==> src/rtl/frame_addr_gen.sv <==
module frame_addr_gen #(
  parameter int AW = 16,
  parameter int DW = 16,
  parameter int CW = 8,
  parameter int LW = 12
) (
  input  logic          clk,
  input  logic          rst_n,
  input  logic [AW-1:0] cfg_base,
  input  logic [AW-1:0] cfg_incr,
  input  logic [CW-1:0] cfg_circ,
  input  logic [LW-1:0] cfg_limit,
  input  logic          trig,
  input  logic          ev_valid,
  output logic          ev_ready,
  input  logic [AW-1:0] ev_offset,
  input  logic [DW-1:0] ev_data,
  input  logic          ev_last,
  output logic          wr_valid,
  input  logic          wr_ready,
  output logic [AW-1:0] wr_addr,
  output logic [DW-1:0] wr_data,
  input  logic          wr_fail,
  output logic          frame_irq,
  output logic          mem_err,
  output logic          bw_err
);
  localparam logic [LW-1:0] TMR_MAX = {LW{1'b1}};

  logic          active, started;
  logic [AW-1:0] base_q, incr_q, off_q;
  logic [CW-1:0] circ_q, cnt_q;
  logic [LW-1:0] lim_q, tmr_q;

  wire start  = trig && !active;
  wire fire   = wr_valid && wr_ready;
  wire done   = fire && ev_last;
  wire [CW-1:0] cnt_nx = cnt_q + 1'b1;

  assign wr_valid = ev_valid && active;
  assign ev_ready = wr_ready && active;
  assign wr_addr  = base_q + off_q + ev_offset;
  assign wr_data  = ev_data;

  always_ff @(posedge clk) begin
    if (!rst_n) begin
      active    <= 1'b0;
      started   <= 1'b0;
      base_q    <= '0;
      incr_q    <= '0;
      circ_q    <= '0;
      lim_q     <= '0;
      off_q     <= '0;
      cnt_q     <= '0;
      tmr_q     <= '0;
      frame_irq <= 1'b0;
      mem_err   <= 1'b0;
      bw_err    <= 1'b0;
    end else begin
      frame_irq <= done;
      if (start) begin
        active  <= 1'b1;
        started <= 1'b0;
        tmr_q   <= '0;
        base_q  <= cfg_base;
        incr_q  <= cfg_incr;
        circ_q  <= cfg_circ;
        lim_q   <= cfg_limit;
        mem_err <= 1'b0;
        bw_err  <= 1'b0;
      end
      if (active && !started && wr_valid) begin
        started <= 1'b1;
        tmr_q   <= 1;
      end else if (active && started && tmr_q != TMR_MAX) begin
        tmr_q <= tmr_q + 1'b1;
      end
      if (active && started && lim_q != '0 && tmr_q >= lim_q)
        bw_err <= 1'b1;
      if (fire && wr_fail)
        mem_err <= 1'b1;
      if (done) begin
        active <= 1'b0;
        if (circ_q == '0) begin
          off_q <= off_q + incr_q;
          cnt_q <= '0;
        end else if (cnt_nx >= circ_q) begin
          off_q <= '0;
          cnt_q <= '0;
        end else begin
          off_q <= off_q + incr_q;
          cnt_q <= cnt_nx;
        end
      end
    end
  end


  irq_after_last_chk: assert property (@(posedge clk) disable iff (!rst_n)
    frame_irq |-> $past(wr_valid && wr_ready && ev_last));

  irq_single_chk: assert property (@(posedge clk) disable iff (!rst_n)
    frame_irq |=> !frame_irq);

  mem_err_set_chk: assert property (@(posedge clk) disable iff (!rst_n)
    (wr_valid && wr_ready && wr_fail) |=> mem_err);

  cfg_hold_chk: assert property (@(posedge clk) disable iff (!rst_n)
    (active && $past(active)) |-> ($stable(base_q) && $stable(incr_q) && $stable(circ_q)));

  bw_enable_chk: assert property (@(posedge clk) disable iff (!rst_n)
    $rose(bw_err) |-> (lim_q != '0));

  ring_reset_chk: assert property (@(posedge clk) disable iff (!rst_n)
    (done && circ_q != '0 && cnt_nx >= circ_q) |=> (off_q == '0));
endmodule

==> config.mk <==
export PLATFORM = sky130hd
export DESIGN_NAME = frame_addr_gen
export DESIGN_NICKNAME = d
export VERILOG_FILES = /design/src/rtl/frame_addr_gen.sv
export SDC_FILE = /design/constraint.sdc
export NUM_CORES = 1
export LEC_CHECK = 0
export ABC_CLOCK_PERIOD_IN_PS = 7100
export CAP_MARGIN = 20
export CORE_UTILIZATION = 50
export DETAILED_ROUTE_END_ITERATION = 10
export DONT_BUFFER_PORTS = 1
export GPL_ROUTABILITY_DRIVEN = 0
export SLEW_MARGIN = 30
export SYNTH_ARGS = -nofsm -noshare
export SYNTH_HDL_FRONTEND = slang
export SYNTH_SLANG_ARGS = --single-unit
==> constraint.sdc <==
create_clock -name clk -period 7.1 [get_ports clk]
set_input_delay 1.42 -clock clk [delete_from_list [all_inputs] [get_ports clk]]
set_output_delay 1.42 -clock clk [all_outputs]
set_load 0.05 [all_outputs]
==> out/metrics.cfg <==
[cells_and_area]
finalInstanceArea_um2=6100
fill_cells=1045
n_antenna_cell=0
drive_gt1_share_pct=7.05
fin_util_pct=55.5
area_growth_pct=6.49
fin_nets=821

[grt]
overflow=0
grt_pass1_vias=4484
grt_pass1_wl_um=20200
grt_max_degree=58
grt_usage_pct=21.9
antenna_found_initial=0

[critical_path]
start_kind=input pin
crit_type=input pin to primary output
cp-end-kind=primary output
arrival_ns=4.06
crit_fanout=3
cp.required_ns=5.68

[sta]
setup_tns_ns=0
rsz0062_at_grt=no
clock.fmax_mhz=182
period_minus_slack_ns=5.48
slew_headroom_pct=32.2
fin_crit_sh_pct=77.2
slew_viol_final=0
hold_viol_final=0
fin_skew_ns=0.00602
hold_ws_ns=0.459
worst_slew_pin_slew_ns=1.01
fin_ws_ns=1.62
setup_viol=0

[route]
drt_wl_total_um=12500
postRouteAntennaNets=0
drt_first_iter_violations=134
first_pass_iters=4
vias_per_cell=5.69
wl_per_cell_um=15.5
vias=4593
drc=0

[run]
drv_cap=0

[clocking]
post_cts_buffers=0
cts_tree=done
ctsResizeCount=0
cts_root_buf=clkbuf_16
cts_buffer_depth=2
htree_levels=3
cts.sinks=93
cts_inserted_buffers=9
path_clk_slew_ns=0.07
clock_latency_ns=0.34
holdBufCountCts=0

[floorplan]
die_h_um=109
fp.dieW_um=109
die-area_um2=11900
core_area_um2=11000
rows=38
start_util_pct=52.1
io-pin-count=128

[yosys]
synthDistinctLibCells=60
synth_cells=684
ys.flop_type=dfxtp_1
synthesis.area_um2=5720
synth_seq_cells=93
synth_edf_count=0
ys_warn_count=0
synth_nets=843
synth.top_cell.area_share_pct=32.5
async_flop_share_pct=0
yosysTopAreaCell=dfxtp_1
syn_area_per_cell_um2=8.37
synth_area_leaders=dfxtp_1 33%, ha_1 11%, nand2_1 8.9%
ys_seq_area_share_pct=32.5

[place]
dp_hpwl_um=9490
postPlaceCellArea_um2=5810
port_buffers=0
pre_cts_ws_ns=1.62

[power]
peakVddDrop_v=0.000125
power_density_nw_per_um2=205
leakage_nw=2.58

[worst_hold_path]
hold_path_class=flip-flop to flip-flop

[outcome]
outcome=finished clean

## routing by layer
metal | wire length [um] | track usage (%)
met1 | 5540 | 26.2
met2 | 6160 | 38.2
met3 | 640 | 4.60
met4 | 201 | 8.11
met5 | 0 | 0
## area by class of cell
class / instances / area [um^2] / share of cell area [%]
Clock inverter: 4 / 33.8 / 0.554
Timing Repair Buffer: 5 / 37.5 / 0.616
Clock buffer: 12 / 246 / 4.04
Tap cell: 140 / 175 / 2.87
Sequential cell: 93 / 1860 / 30.5
Inverter: 34 / 128 / 2.09
Multi-Input combinational cell: 519 / 3610 / 59.3
## report_power, final
| part | internal [mW] | switching (mW) |
|---|---|---|
| Sequential | 0.541 | 0.0161 |
| Combinational | 0.0747 | 0.166 |
| Clock | 0.249 | 0.201 |
## cells in the mapped netlist, drive strengths merged (12+ instances only)
| cell type | number |
|---|---|
| clkbuf | 17 |
| fa | 17 |
| a21o | 19 |
| a21oi | 88 |
| nand2 | 136 |
| ha | 51 |
| xor2 | 14 |
| xnor2 | 19 |
| buf | 21 |
| inv | 34 |
| dfxtp | 93 |
| nor2 | 23 |
| o21ai | 29 |
| nand3 | 12 |
## cell families after synthesis
| logic type | count (synthesis) | synth area share, % |
|---|---|---|
| adders and majority gates | 68 | 17.1 |
| DFF | 93 | 32.5 |
| buffers and inverters | 72 | 5.81 |
| and+or+nand+nor | 221 | 17.3 |
| muxes | 3 | 0.546 |
| xor gates and xnor gates | 33 | 5.05 |
| AOI/OAI and AO/OA | 194 | 21.7 |
## per-stage QoR
stage               instances  total power, mW
floorplan                 684            0.786
global placement          791            0.795
detailed placement        791            0.810
CTS                       807             1.26
global route              807             1.31
finish                    807             1.25
## placed cells by master, fill, tap and decap left out, types with 3 or more instances in the layout
cell,n
a211oi_1,3
clkbuf_16,9
nand3_1,12
a31o_2,4
nor2b_1,3
nor2_1,23
a21oi_2,3
a31oi_1,5
a21o_1,18
o211ai_1,5
nand2_1,135
xnor2_1,11
nand2b_1,6
or4_1,3
or3_1,3
fa_1,17
nor3_1,7
buf_4,5
and3_1,3
inv_1,33
o21a_1,8
o21ai_1,12
o21ai_0,15
dfxtp_1,93
nor4_1,6
a21oi_1,84
clkinv_4,3
o21bai_1,4
nand4_1,6
and2_1,5
xnor2_2,8
a22o_1,11
xor2_1,13
ha_1,51
## path summary, 6_finish.rpt
| kind | start | end | slack (ns) | cells past startpoint |
|---|---|---|---|---|
| setup / recovery | ev_offset[1] | wr_addr[15] | 1.62 | 9 |
| hold / removal | base_q[0] | base_q[0] | 0.46 | 2 |
| setup reg to reg | cnt_q[0] | off_q[15] | 4.26 | 10 |
| hold reg to reg | base_q[0] | base_q[0] | 0.46 | 2 |
## worst max-delay path: stages
cell,delay [ns]
fa_1,0.46
ha_1,0.24
fa_1,0.40
a21oi_1,0.23
o211ai_1,0.18
a31o_2,0.27
a221o_1,0.30
a21oi_1,0.26
xnor2_2,0.31
## sequential cells by signal, indices dropped and copies added, names as in the netlist, 8 cells and up
name and flops:
base_q 16, lim_q 12, circ_q 8, incr_q 16, off_q 16, cnt_q 8, tmr_q 12
Note: power is estimated with default switching activity, not from simulation.
